File: src/rtl/uart_rb_pkg.sv
package uart_rb_pkg;
  localparam int BYTE_W = 8;
  localparam int OFS_W  = 3;

  localparam logic [OFS_W-1:0] OFS_DATA = 3'd0;
  localparam logic [OFS_W-1:0] OFS_IEN  = 3'd1;
  localparam logic [OFS_W-1:0] OFS_ID   = 3'd2;
  localparam logic [OFS_W-1:0] OFS_FMT  = 3'd3;
  localparam logic [OFS_W-1:0] OFS_MCTL = 3'd4;
  localparam logic [OFS_W-1:0] OFS_STAT = 3'd5;
  localparam logic [OFS_W-1:0] OFS_MSTA = 3'd6;
  localparam logic [OFS_W-1:0] OFS_SCR  = 3'd7;

  localparam int FMT_BANK_BIT  = 7;
  localparam int STAT_HOLD_BIT = 5;
  localparam int STAT_IDLE_BIT = 6;

  typedef enum logic [1:0] {
    TX_IDLE,
    TX_START,
    TX_DATA,
    TX_STOP
  } tx_state_e;
endpackage

File: src/rtl/uart_rb_regs.sv
module uart_rb_regs
  import uart_rb_pkg::*;
#(
  parameter int DATA_W    = BYTE_W,
  parameter int DIV_W     = 2 * BYTE_W,
  parameter int RESET_DIV = 1
) (
  input  logic              clk,
  input  logic              rst_n,
  input  logic              bus_en,
  input  logic              bus_we,
  input  logic [OFS_W-1:0]  bus_addr,
  input  logic [DATA_W-1:0] bus_wdata,
  input  logic              hold_full,
  input  logic              shift_busy,
  output logic [DATA_W-1:0] bus_rdata,
  output logic              bank_sel,
  output logic [DIV_W-1:0]  divisor,
  output logic              push,
  output logic [DATA_W-1:0] push_data
);
  localparam int NSTORE = 4;
  localparam logic [OFS_W-1:0] STORE_OFS [NSTORE] = '{OFS_IEN, OFS_FMT, OFS_MCTL, OFS_SCR};
  localparam int FMT_IDX = 1;
  localparam logic [DIV_W-1:0] DIV_INIT = DIV_W'(RESET_DIV);

  logic              wr;
  logic [DATA_W-1:0] store_q [NSTORE];
  logic [DATA_W-1:0] div_lo_q;
  logic [DATA_W-1:0] div_hi_q;
  logic [DATA_W-1:0] status;

  assign wr       = bus_en && bus_we;
  assign bank_sel = store_q[FMT_IDX][FMT_BANK_BIT];
  assign divisor  = {div_hi_q, div_lo_q};

  // Plain storage bytes; the one at offset 1 is hidden while the bank bit is set.
  for (genvar g = 0; g < NSTORE; g++) begin : g_store
    localparam bit SHARED = (STORE_OFS[g] == OFS_IEN);
    logic hit;
    assign hit = wr && (bus_addr == STORE_OFS[g]) && !(SHARED && bank_sel);
    always_ff @(posedge clk or negedge rst_n) begin
      if (!rst_n)   store_q[g] <= '0;
      else if (hit) store_q[g] <= bus_wdata;
    end
  end

  always_ff @(posedge clk or negedge rst_n) begin
    if (!rst_n) begin
      div_lo_q <= DIV_INIT[DATA_W-1:0];
      div_hi_q <= DIV_INIT[DIV_W-1:DATA_W];
    end else if (wr && bank_sel) begin
      if (bus_addr == OFS_DATA) div_lo_q <= bus_wdata;
      if (bus_addr == OFS_IEN)  div_hi_q <= bus_wdata;
    end
  end

  // Character push; a write that finds the holding register full is dropped.
  assign push      = wr && (bus_addr == OFS_DATA) && !bank_sel && !hold_full;
  assign push_data = bus_wdata;

  always_comb begin
    status = '0;
    status[STAT_HOLD_BIT] = !hold_full;
    status[STAT_IDLE_BIT] = !hold_full && !shift_busy;
  end

  always_comb begin
    bus_rdata = '0;
    case (bus_addr)
      OFS_DATA: bus_rdata = bank_sel ? div_lo_q : '0;
      OFS_IEN:  bus_rdata = bank_sel ? div_hi_q : store_q[0];
      OFS_FMT:  bus_rdata = store_q[1];
      OFS_MCTL: bus_rdata = store_q[2];
      OFS_STAT: bus_rdata = status;
      OFS_SCR:  bus_rdata = store_q[3];
      default:  bus_rdata = '0;
    endcase
  end
endmodule

File: src/rtl/uart_rb_baud.sv
module uart_rb_baud #(
  parameter int DIV_W = 16,
  parameter int OVS   = 16
) (
  input  logic             clk,
  input  logic             rst_n,
  input  logic             run,
  input  logic             restart,
  input  logic [DIV_W-1:0] divisor,
  output logic             bit_end
);
  localparam int CNT_W = DIV_W + $clog2(OVS) + 1;

  logic [DIV_W-1:0] div_eff;
  logic [CNT_W-1:0] bit_len;
  logic [CNT_W-1:0] cnt_q;

  assign div_eff = (divisor == '0) ? DIV_W'(1) : divisor;
  assign bit_len = CNT_W'(div_eff) * CNT_W'(OVS);
  assign bit_end = run && (cnt_q == bit_len - CNT_W'(1));

  always_ff @(posedge clk or negedge rst_n) begin
    if (!rst_n)                cnt_q <= '0;
    else if (restart || !run)  cnt_q <= '0;
    else if (bit_end)          cnt_q <= '0;
    else                       cnt_q <= cnt_q + CNT_W'(1);
  end
endmodule

File: src/rtl/uart_rb_tx.sv
module uart_rb_tx
  import uart_rb_pkg::*;
#(
  parameter int DATA_W = BYTE_W
) (
  input  logic              clk,
  input  logic              rst_n,
  input  logic              push,
  input  logic [DATA_W-1:0] push_data,
  input  logic              bit_end,
  output logic              hold_full,
  output logic [DATA_W-1:0] hold_data,
  output logic              load,
  output logic              busy,
  output logic              txd
);
  localparam int IDX_W = $clog2(DATA_W);

  tx_state_e         state_q;
  logic [DATA_W-1:0] shreg_q;
  logic [IDX_W-1:0]  idx_q;

  assign load = hold_full && (state_q == TX_IDLE);
  assign busy = (state_q != TX_IDLE);

  always_ff @(posedge clk or negedge rst_n) begin
    if (!rst_n) begin
      hold_full <= 1'b0;
      hold_data <= '0;
    end else if (load) begin
      hold_full <= 1'b0;
    end else if (push) begin
      hold_full <= 1'b1;
      hold_data <= push_data;
    end
  end

  always_ff @(posedge clk or negedge rst_n) begin
    if (!rst_n) begin
      state_q <= TX_IDLE;
      shreg_q <= '0;
      idx_q   <= '0;
      txd     <= 1'b1;
    end else begin
      case (state_q)
        TX_IDLE: begin
          txd <= 1'b1;
          if (load) begin
            shreg_q <= hold_data;
            idx_q   <= '0;
            txd     <= 1'b0;
            state_q <= TX_START;
          end
        end
        TX_START: if (bit_end) begin
          txd     <= shreg_q[0];
          state_q <= TX_DATA;
        end
        TX_DATA: if (bit_end) begin
          if (idx_q == IDX_W'(DATA_W - 1)) begin
            txd     <= 1'b1;
            state_q <= TX_STOP;
          end else begin
            shreg_q <= shreg_q >> 1;
            txd     <= shreg_q[1];
            idx_q   <= idx_q + IDX_W'(1);
          end
        end
        TX_STOP: if (bit_end) begin
          state_q <= TX_IDLE;
        end
        default: state_q <= TX_IDLE;
      endcase
    end
  end
endmodule

File: src/rtl/uart_regbank_tx.sv
module uart_regbank_tx
  import uart_rb_pkg::*;
#(
  parameter int OVERSAMPLE = 16,
  parameter int RESET_DIV  = 1
) (
  input  logic              clk,
  input  logic              rst_n,
  input  logic              bus_en,
  input  logic              bus_we,
  input  logic [2:0]        bus_addr,
  input  logic [7:0]        bus_wdata,
  output logic [7:0]        bus_rdata,
  output logic              txd
);
  localparam int DATA_W = BYTE_W;
  localparam int DIV_W  = 2 * BYTE_W;

  logic              bank_sel;
  logic [DIV_W-1:0]  divisor;
  logic              push;
  logic [DATA_W-1:0] push_data;
  logic              hold_full;
  logic [DATA_W-1:0] hold_data;
  logic              load;
  logic              busy;
  logic              bit_end;

  uart_rb_regs #(.DATA_W(DATA_W), .DIV_W(DIV_W), .RESET_DIV(RESET_DIV)) u_regs (
    .clk(clk), .rst_n(rst_n), .bus_en(bus_en), .bus_we(bus_we),
    .bus_addr(bus_addr), .bus_wdata(bus_wdata), .hold_full(hold_full),
    .shift_busy(busy), .bus_rdata(bus_rdata), .bank_sel(bank_sel),
    .divisor(divisor), .push(push), .push_data(push_data)
  );

  uart_rb_baud #(.DIV_W(DIV_W), .OVS(OVERSAMPLE)) u_baud (
    .clk(clk), .rst_n(rst_n), .run(busy), .restart(load),
    .divisor(divisor), .bit_end(bit_end)
  );

  uart_rb_tx #(.DATA_W(DATA_W)) u_tx (
    .clk(clk), .rst_n(rst_n), .push(push), .push_data(push_data),
    .bit_end(bit_end), .hold_full(hold_full), .hold_data(hold_data),
    .load(load), .busy(busy), .txd(txd)
  );
endmodule

File: config.mk
export PLATFORM = sky130hd
export DESIGN_NAME = uart_regbank_tx
export DESIGN_NICKNAME = d
export VERILOG_FILES = /design/src/rtl/uart_rb_pkg.sv /design/src/rtl/uart_rb_regs.sv /design/src/rtl/uart_rb_baud.sv /design/src/rtl/uart_rb_tx.sv /design/src/rtl/uart_regbank_tx.sv
export SDC_FILE = /design/constraint.sdc
export NUM_CORES = 1
export LEC_CHECK = 0
export BUFFER_PORTS_ARGS = -buffer_cell sky130_fd_sc_hd__clkbuf_2
export CAP_MARGIN = 10
export CORE_UTILIZATION = 45
export CTS_CLUSTER_DIAMETER = 40
export DETAILED_ROUTE_END_ITERATION = 16
export SLEW_MARGIN = 5
export SYNTH_ARGS = -nofsm -noshare
export SYNTH_HDL_FRONTEND = slang
export SYNTH_HIERARCHICAL = 1
export SYNTH_SLANG_ARGS = --single-unit
export TNS_END_PERCENT = 1
File: constraint.sdc
create_clock -name clk -period 3.6 [get_ports clk]
set_input_delay 0.18 -clock clk [delete_from_list [all_inputs] [get_ports clk]]
set_output_delay 0.18 -clock clk [all_outputs]
set_load 0.01 [all_outputs]
==> results of run 1 <==
==> worst register-to-register path, stage by stage, from the launching register on <==
cell and delay [ps]:
dfrtp_1 380, or4_4 530, or3_4 400, nor3_4 130, nor2_1 70, ha_2 320
xor2_1 150, nand3_1 90, nor3_1 130, nand3_1 110, a311oi_1 200, and4b_1 270
nand2b_4 150, o211a_4 180, buf_12 130, mux2_4 300
==> sequential cells by signal, summed over array words and instances, names as in the netlist <==
name,count
u_tx/idx_q,3
u_regs/store_q,31
u_tx/hold_data,8
u_regs/div_hi_q,8
u_tx/shreg_q,8
u_regs/div_lo_q,8
u_baud/cnt_q,21
u_regs/bank_sel,1
u_tx/hold_full,1
u_tx/txd,1
u_tx/state_q,2
==> placed cells by master (no fill, tap or decap), types with 11 or more instances in the layout <==
cell type and instances:
inv_1 13, xor2_1 18, nor2_2 21, clkbuf_2 22, nor2_1 24, nand3_1 14, mux2_2 51, mux2i_1 11
xnor2_1 20, mux2_4 16, nand2_1 18, dfrtp_1 90, buf_4 28
==> Yosys cell counts, types with 4 or more instances <==
cell type / n / share of area
a211oi_1: 4 / 0.0057
a22oi_1: 6 / 0.0086
a2bb2oi_1: 4 / 0.0067
buf_2: 5 / 0.0048
buf_4: 9 / 0.013
buf_6: 5 / 0.011
clkbuf_1: 10 / 0.0071
dfrtp_1: 90 / 0.43
ha_1: 11 / 0.026
inv_1: 13 / 0.0093
mux2_1: 9 / 0.019
mux2_2: 51 / 0.11
mux2_4: 15 / 0.043
mux2i_1: 11 / 0.021
nand2_1: 18 / 0.013
nand3_1: 14 / 0.013
nor2_1: 24 / 0.017
nor2_2: 21 / 0.025
nor2b_1: 6 / 0.0071
nor3_1: 11 / 0.010
nor4_1: 4 / 0.0048
o211ai_1: 4 / 0.0057
o21ai_0: 7 / 0.0067
or3_1: 7 / 0.0083
or4_1: 5 / 0.0071
xnor2_1: 20 / 0.033
xor2_1: 18 / 0.030
==> logic make-up (layout without fill, tap and decap cells) <==
| family | Yosys count | after routing | share of synthesized area |
|---|---|---|---|
| AND/OR/NAND/NOR | 143 | 143 | 0.158 |
| AO/OA/AOI/OAI | 53 | 53 | 0.0766 |
| multiplexers | 86 | 86 | 0.192 |
| buffers and inverters | 43 | 84 | 0.0454 |
| adder cells (fa/ha/maj) | 11 | 11 | 0.0262 |
| XOR/XNOR | 38 | 38 | 0.0633 |
| flip-flops | 92 | 92 | 0.438 |
==> path summary, 6_finish.rpt <==
kind                       slack, ps                  to  cells past startpoint               start
setup / recovery                 -50     u_tx/shreg_q[6]                     15  u_regs/div_lo_q[6]
hold / removal                   200   u_tx/hold_data[0]                      2        bus_wdata[0]
setup reg to reg                 -50     u_tx/shreg_q[6]                     15  u_regs/div_lo_q[6]
hold reg to reg                  470     u_baud/cnt_q[0]                      1     u_baud/cnt_q[0]
max in group asynchronous       2220  u_regs/store_q[25]                      3               rst_n
min in group asynchronous        470     u_tx/shreg_q[7]                      2               rst_n
==> power by group through the flow <==
stage / Clock (mW) / Sequential, mW / Combinational (mW)
floorplan: 0 / 1.45 / 1.20
global placement: 0 / 1.46 / 1.59
detailed placement: 0 / 1.47 / 1.62
CTS: 1.06 / 1.46 / 1.71
global route: 1.10 / 1.49 / 1.89
finish: 1.03 / 1.46 / 1.73
==> per-layer routing <==
layer / vias up / share of wire / GRT usage
met2: 66 / 0.48 / 0.342
met5: - / 0 / 0
met3: 12 / 0.034 / 0.0488
met4: 0 / 0.011 / 0.0545
li1: 1734 / - / -
met1: 1823 / 0.48 / 0.291
==> layout make-up <==
| class | count | area (um2) | area share |
|---|---|---|---|
| inverter | 13 | 48.8 | 0.00807 |
| tap | 143 | 179 | 0.0296 |
| sequential | 92 | 2300 | 0.381 |
| clock inverter | 6 | 95.1 | 0.0157 |
| multi-input combinational | 331 | 2790 | 0.462 |
| timing repair buffer | 56 | 404 | 0.0668 |
| clock buffer | 9 | 225 | 0.0372 |
==> through the flow <==
stage / cell area [um2] / hold slack, ps
after floorplan: 5290 / -116
after global placement: 5630 / 323
after detailed placement: 5630 / 340
after CTS: 6020 / 173
after global routing: 6050 / 193
final: 6050 / 197
==> repair_timing <==
| item | CTS | global route |
|---|---|---|
| pin swaps | 5 | 7 |
| endpoints found under the setup margin | 13 | 14 |
| hold endpoints to repair | 62 | 0 |
| hold buffers | 1 | 0 |
| buffers inserted | 2 | 0 |
| gates resized for setup | 8 | 7 |
==> flow_metrics.tcl, run 1 <==
set metrics [dict create \
    cts_buffer_depth 2 \
    grt_start_max_net_pins 66 \
    end_kind "flip-flop" \
    dieWidth_um 110 \
    path_clk_slew_ps 60 \
    crit_family "simple AND/OR/NAND/NOR gates" \
    place_congestion 0.834 \
    total_power_mw 4.22 \
    final_cells 650 \
    status "complete, but fails checks" \
    worst_ir_drop_vdd_uv 430 \
    fmax_ghz 0.274 \
    clkSinkCount 92 \
    syn_to_final_growth_pct 15.0 \
    firstDrtPassIters 4 \
    cp_slowest_cell "or4_4" \
    grt_pass1_wl_um 19400 \
    synth.avg_cell_area_um2 11.3 \
    fill_cells 1021 \
    startpoint_type "flip-flop" \
    ys_warn_count 6 \
    grt_pass1_vias 3766 \
    vias_per_cell 5.59 \
    cp_max_fo 7 \
    worst_pin_slew_ps 832 \
    synth.yosys.seq_area_share 0.438 \
    dp_cells 632 \
    wl_per_cell_um 17.9 \
    io-pin-count 24 \
    p_int_mw 2.83 \
    finalHoldViolations 0 \
    syn_inst 466 \
    port_buffers 23 \
    p_switching_mw 1.39 \
    synth-main-ff-cell "dfrtp_1" \
    power_density_mw_per_mm2 698 \
    power.leakage_nw 2.69 \
    required_ps 3830 \
    crit_arrival_ps 3880 \
    synth_edf_count 0 \
    start_util 0.461 \
    setup_tns_ps -330 \
    power_frac_seq 0.345 \
    routed_wl_um 11600 \
    critPathKind "reg -> reg" \
    combPwrFrac 0.411 \
    vias 3635 \
    h-tree-depth 3 \
    clkLatencyLatePin_ps 350 \
    max_slew_margin 0.445 \
    cp_common_cell "nand3_1" \
    place_ws_ps -288 \
    cts_tree "yes" \
    cp_slowest_stage_delay_ps 530 \
    fin_util 0.530 \
    layout-drive-gt1-share 0.359 \
    violations "setup timing" \
    antenna_found_initial 0 \
    drc 0 \
    fin_skew_ps 8.29 \
    grt_overflow 0 \
    grtUsageTotal 0.213 \
    die_y_um 110 \
    hpwl_um 8350 \
    drt-initial-drc-count 186 \
    final_nets 529 \
    cts_buffers 9 \
    maxCapViolCount 0 \
    setup_viol 8 \
    num_rows 39 \
    period_needed_ps 3650 \
    maxSlewViolCount 0 \
    fin_ws_ps -52.0 \
    crit_chain "or4_4 -> or3_4 -> nor3_4 -> nor2_1 -> ha_2 -> xor2_1 -> nand3_1 -> nor3_1 -> nand3_1 -> a311oi_1 -> and4b_1 -> nand2b_4 -> o211a_4 -> buf_12 -> mux2_4" \
    critPathBufInv 1 \
    rsz0062_at_grt "yes" \
    fp.dieArea_mm2 0.0121 \
    clockPowerShare 0.244 \
    p_sw_frac 0.329 \
    hold_path.class "in -> reg" \
    diodes 0 \
    postSynth.asyncResetShare 1.00 \
    ys_types 68 \
    synth-seq-cells 92 \
    syn_nets 492 \
    cts_root_buf "clkbuf_16" \
    core_mm2 0.0114 \
    postRouteAntennaNets 0 \
    syn_area_mm2 0.00526 \
    fin_crit_sh 1.01 \
]
No activity file was read; power rests on OpenSTA's default activity.
==> run 2, diff against run 1 <==
CORE_UTILIZATION = 39   (was 45)
==> run 2 against run 1 <==
Effect of this change:
- the flow still finishes with violations (setup timing)
- critical path depth unchanged
- die area is 15% higher
- core utilization shrank 6.6 points
- largest power group unchanged
- highest routed layer unchanged
==> flow_metrics.tcl, run 2 (synthesis results as in run 1) <==
set metrics [dict create \
    period_needed_ps 3690 \
    critPathBufInv 1 \
    whs_path_depth 2 \
    fin_crit_sh 1.03 \
    crit_family "simple AND/OR/NAND/NOR gates" \
    maxSlewViolCount 0 \
    grt_pass1_vias 3864 \
    hold_path.class "in -> reg" \
    grt_overflow 0 \
    die_y_um 118 \
    fp.dieArea_mm2 0.0140 \
    cp_slowest_cell "or4_4" \
    critPathKind "reg -> reg" \
    largest_reg_flops 31 \
    top_layer "met4" \
    wl_met2_um 5680 \
    start_util 0.399 \
    mostFrequentLayoutCell "dfrtp_1" \
    end_kind "flip-flop" \
    cts_buffer_depth 2 \
    port_buffers 23 \
    hpwl_um 8470 \
    firstDrtPassIters 4 \
    clkLatencyLatePin_ps 350 \
    cts_tree "yes" \
    max_slew_margin 0.430 \
    syn_to_final_growth_pct 16.2 \
    crit_chain "or4_4 -> or3_4 -> nor3_4 -> nor2_1 -> ha_2 -> or3b_4 -> nor4_1 -> xnor2_1 -> o2111ai_1 -> nor3_2 -> and4b_1 -> nand2b_4 -> o211a_4 -> buf_12 -> mux2_4" \
    cts_root_buf "clkbuf_16" \
    cts_buffers 9 \
    rrSetupSlack_ps -90 \
    worst_ir_drop_vdd_uv 285 \
    h-tree-depth 3 \
    crit_arrival_ps 3930 \
    critPathLaunch "u_regs/div_lo_q[5]" \
    setup_viol 9 \
    cp_slowest_stage_delay_ps 540 \
    final_area_mm2 0.00611 \
    setup_tns_ps -609 \
    num_rows 42 \
    core_mm2 0.0132 \
    antenna_found_initial 0 \
    final_nets 534 \
    io-pin-count 24 \
    drc 0 \
    met3_length_um 353 \
    min_delay_worst_endpoint "u_tx/hold_data[5]" \
    diodes 0 \
    grt_pass1_wl_um 20100 \
    largest-register "u_regs/store_q" \
    startpoint_type "flip-flop" \
    wl_per_cell_um 17.1 \
    place_congestion 0.855 \
    vias_per_cell 5.29 \
    required_ps 3840 \
    power_density_mw_per_mm2 679 \
    maxCapViolCount 0 \
    path_clk_slew_ps 70 \
    min-delay-start "bus_wdata[5]" \
    layout-drive-gt1-share 0.363 \
    rsz0062_at_grt "yes" \
    fin_ws_ps -94.8 \
    hold_slack_ps 185 \
    r2r-start "u_regs/div_lo_q[5]" \
    cp_max_fo 7 \
    reg2reg_to "u_tx/shreg_q[6]" \
    finalHoldViolations 0 \
    power.leakage_nw 2.70 \
    violations "setup timing" \
    status "complete, but fails checks" \
    ff2ff_path_depth 15 \
    largest_registers "u_regs/store_q (31), u_baud/cnt_q (21)" \
    grtUsageTotal 0.184 \
    fin_util 0.464 \
    drt-initial-drc-count 210 \
    layout_common_cells "dfrtp_1, mux2_2, buf_4, nor2_1, clkbuf_2" \
    worst_pin_slew_ps 855 \
    routed_wl_um 11800 \
    met1_length_um 5520 \
    dieWidth_um 118 \
    fin_skew_ps 9.01 \
    grt_start_max_net_pins 68 \
    place_area_mm2 0.00568 \
    clkSinkCount 92 \
    postRouteAntennaNets 0 \
    fmax_ghz 0.271 \
    vias 3642 \
]
-- run 2: worst max-delay path by stage --
stage                            to  slack (ps)  cells after the start
floorplan           u_tx/shreg_q[1]        -150                     17
CTS                 u_tx/shreg_q[6]        -180                     15
global placement    u_tx/shreg_q[4]        -150                     15
detailed placement  u_tx/shreg_q[6]        -320                     15
global route        u_tx/shreg_q[6]        -300                     15
finish              u_tx/shreg_q[6]         -90                     15
-- run 2: where the power goes --
group	switching [mW]	total, mW	internal (mW)
Combinational	0.808	1.72	0.911
Sequential	0.166	1.46	1.29
Clock	0.410	0.972	0.562
-- run 2: timing repair --
item,4_1_cts,5_1_grt
hold buffers,1,0
gates resized for setup,5,7
setup buffers,7,0
pin swaps,8,7
endpoints found under the hold margin,65,0
endpoints found under the setup margin,13,34
-- run 2: final cells by class --
class | count | area, um2
repair buffers | 61 | 442
flip-flops and latches | 92 | 2300
multi-input cells | 331 | 2790
clock inverters | 6 | 68.8
clock buffers | 10 | 239
fillers | 1175 | 7080
well taps | 176 | 220
inverters | 13 | 48.8
-- run 2: per-stage QoR --
| stage | total power [mW] | setup slack, ps | instances |
|---|---|---|---|
| floorplan | 2.64 | -149 | 466 |
| global placement | 3.05 | -152 | 665 |
| CTS | 4.16 | -177 | 689 |
| global route | 4.41 | -303 | 689 |
| finish | 4.15 | -94.8 | 689 |
| detailed placement | 3.10 | -318 | 665 |
-- run 2: routing by layer --
metal | GRT usage | vias to the layer above
li1 | - | 1739
met1 | 0.248 | 1828
met3 | 0.0265 | 13
met4 | 0.0785 | 0
met2 | 0.297 | 62
met5 | 0 | -
==> run 3, diff against run 2 <==
CORE_MARGIN = 3   (was not set)
==> run 3 against run 2 <==
Effect of this change:
- the run ends with hold timing, setup timing left
- combinational power down 3%
- power down 2.7%
- worst hold slack worse by 220 ps
- wire length down 1.6%
- cell count down 1.2%
- die area up 6.9%
- sequential share of layout area up 0.57 points
- worst setup slack worse by 1.7 ps
- non-clock buffer count down 4
==> flow_metrics.tcl, run 3 (synthesis results as in run 1) <==
set metrics [dict create \
    status "complete, but fails checks" \
    violations "hold timing, setup timing" \
    fin_skew_ps 4.92 \
    finalHoldViolations 17 \
    vias 3624 \
    rsz0062_at_grt "yes" \
    clkLatencyLatePin_ps 340 \
    dieWidth_um 122 \
    maxSlewViolCount 0 \
    hold_path.class "in -> async" \
    grt_overflow 0 \
    drc 0 \
    io-pin-count 24 \
    wl_per_cell_um 17.0 \
    port_buffers 23 \
    grt_pass1_wl_um 19100 \
    hold_slack_ps -34.0 \
    largest-register "u_regs/store_q" \
    fmax_ghz 0.271 \
    p_sw_frac 0.337 \
    fin_crit_sh 1.03 \
    die_y_um 122 \
    period_needed_ps 3700 \
    hpwl_um 8380 \
    final_nets 530 \
    syn_to_final_growth_pct 14.5 \
    cts_root_buf "clkbuf_16" \
    place_congestion 0.809 \
    cts_tree "yes" \
    diodes 0 \
    vias_per_cell 5.32 \
    largest_reg_flops 31 \
    clkSinkCount 92 \
    firstDrtPassIters 4 \
    power_frac_seq 0.360 \
    path_clk_slew_ps 60 \
    setup_viol 9 \
    worst_ir_drop_vdd_uv 301 \
    grtUsageTotal 0.166 \
    grt_pass1_vias 3680 \
    worst_pin_slew_ps 990 \
    power.leakage_nw 2.66 \
    crit_arrival_ps 3930 \
    drt-initial-drc-count 212 \
    critPathKind "reg -> reg" \
    mostFrequentLayoutCell "dfrtp_1" \
    start_util 0.407 \
    largest_registers "u_regs/store_q (31), u_baud/cnt_q (21)" \
    core_mm2 0.0129 \
    combPwrFrac 0.413 \
    required_ps 3830 \
    layout_common_cells "dfrtp_1, mux2_2, buf_4, nor2_1, clkbuf_2" \
    grt_start_max_net_pins 77 \
    cts_buffer_depth 2 \
    h-tree-depth 3 \
    cp_max_fo 7 \
    p_switching_mw 1.36 \
    clockPowerShare 0.226 \
    power_density_mw_per_mm2 670 \
    place_ws_ps -269 \
    num_rows 41 \
    p_int_mw 2.68 \
    maxCapViolCount 0 \
    cts_buffers 9 \
    startpoint_type "flip-flop" \
    routed_wl_um 11600 \
    fin_ws_ps -96.5 \
    antenna_found_initial 0 \
    end_kind "flip-flop" \
    postRouteAntennaNets 0 \
    max_slew_margin 0.340 \
    layout-drive-gt1-share 0.356 \
    fp.dieArea_mm2 0.0149 \
]
run 3: layout make-up:
cell class                      count  area [um2]
Fill cell                        1207        6900
Multi-Input combinational cell    331        2780
Sequential cell                    92        2300
Timing Repair Buffer               57         385
Clock buffer                       12         256
Tap cell                          172         215
Inverter                           13        48.8
Clock inverter                      4        32.5
run 3: routing by layer:
metal / wire length (um) / global-route usage / up-vias
met5: 0 / 0 / -
met4: 207 / 0.0714 / 0
met3: 317 / 0.0269 / 13
met2: 5550 / 0.271 / 59
met1: 5490 / 0.220 / 1817
li1: - / - / 1735
run 3: what timing repair did:
item / 4_1_cts / 5_1_grt
resized for setup: 4 / 4
pin swaps: 3 / 8
gates cloned: 0 / 0
hold buffers: 0 / 0
setup endpoints to repair: 17 / 34
buffers inserted: 1 / 4
run 3: final timing paths:
kind	startpoint	end	slack, ps	cells past startpoint
worst max register to register	u_regs/div_lo_q[0]	u_tx/shreg_q[7]	-100	15
max in group asynchronous	rst_n	u_regs/div_lo_q[4]	2780	2
worst min register to register	u_baud/cnt_q[0]	u_baud/cnt_q[0]	480	1
worst max-delay path	u_regs/div_lo_q[0]	u_tx/shreg_q[7]	-100	15
min in group clk	bus_wdata[5]	u_tx/hold_data[5]	190	2
worst min-delay path	rst_n	u_baud/cnt_q[3]	-30	1
run 3: power groups by stage:
stage,Combinational (mW),Sequential [mW],Clock (mW)
after floorplan,1.20,1.45,0
after global placement,1.56,1.46,0
after detailed placement,1.60,1.47,0
after CTS,1.64,1.45,0.945
after global routing,1.83,1.49,0.991
final,1.67,1.45,0.913
run 3: worst max-delay path, cell delays in order (launching register included):
cell and delay (ps):
dfstp_2 370, or4_4 530, or3_4 400, nor3_4 140, nor2_1 70, ha_2 170, or3b_4 270, nor4_2 50
xnor2_1 150, o2111ai_1 150, nor3_2 220, and4b_1 270, nand2b_4 170, o211a_4 180, buf_12 130, mux2_4 300
run 3: through the flow:
stage	util	instance area, um2	power [mW]	std cells	setup TNS, ps
finish	0.466	6020	4.04	681	-628
global placement	0.437	5650	3.03	660	-961
detailed placement	0.437	5650	3.07	660	-2180
floorplan	-	5290	2.64	466	-1080
global route	0.466	6020	4.31	681	-4770
CTS	0.461	5970	4.04	677	-2360
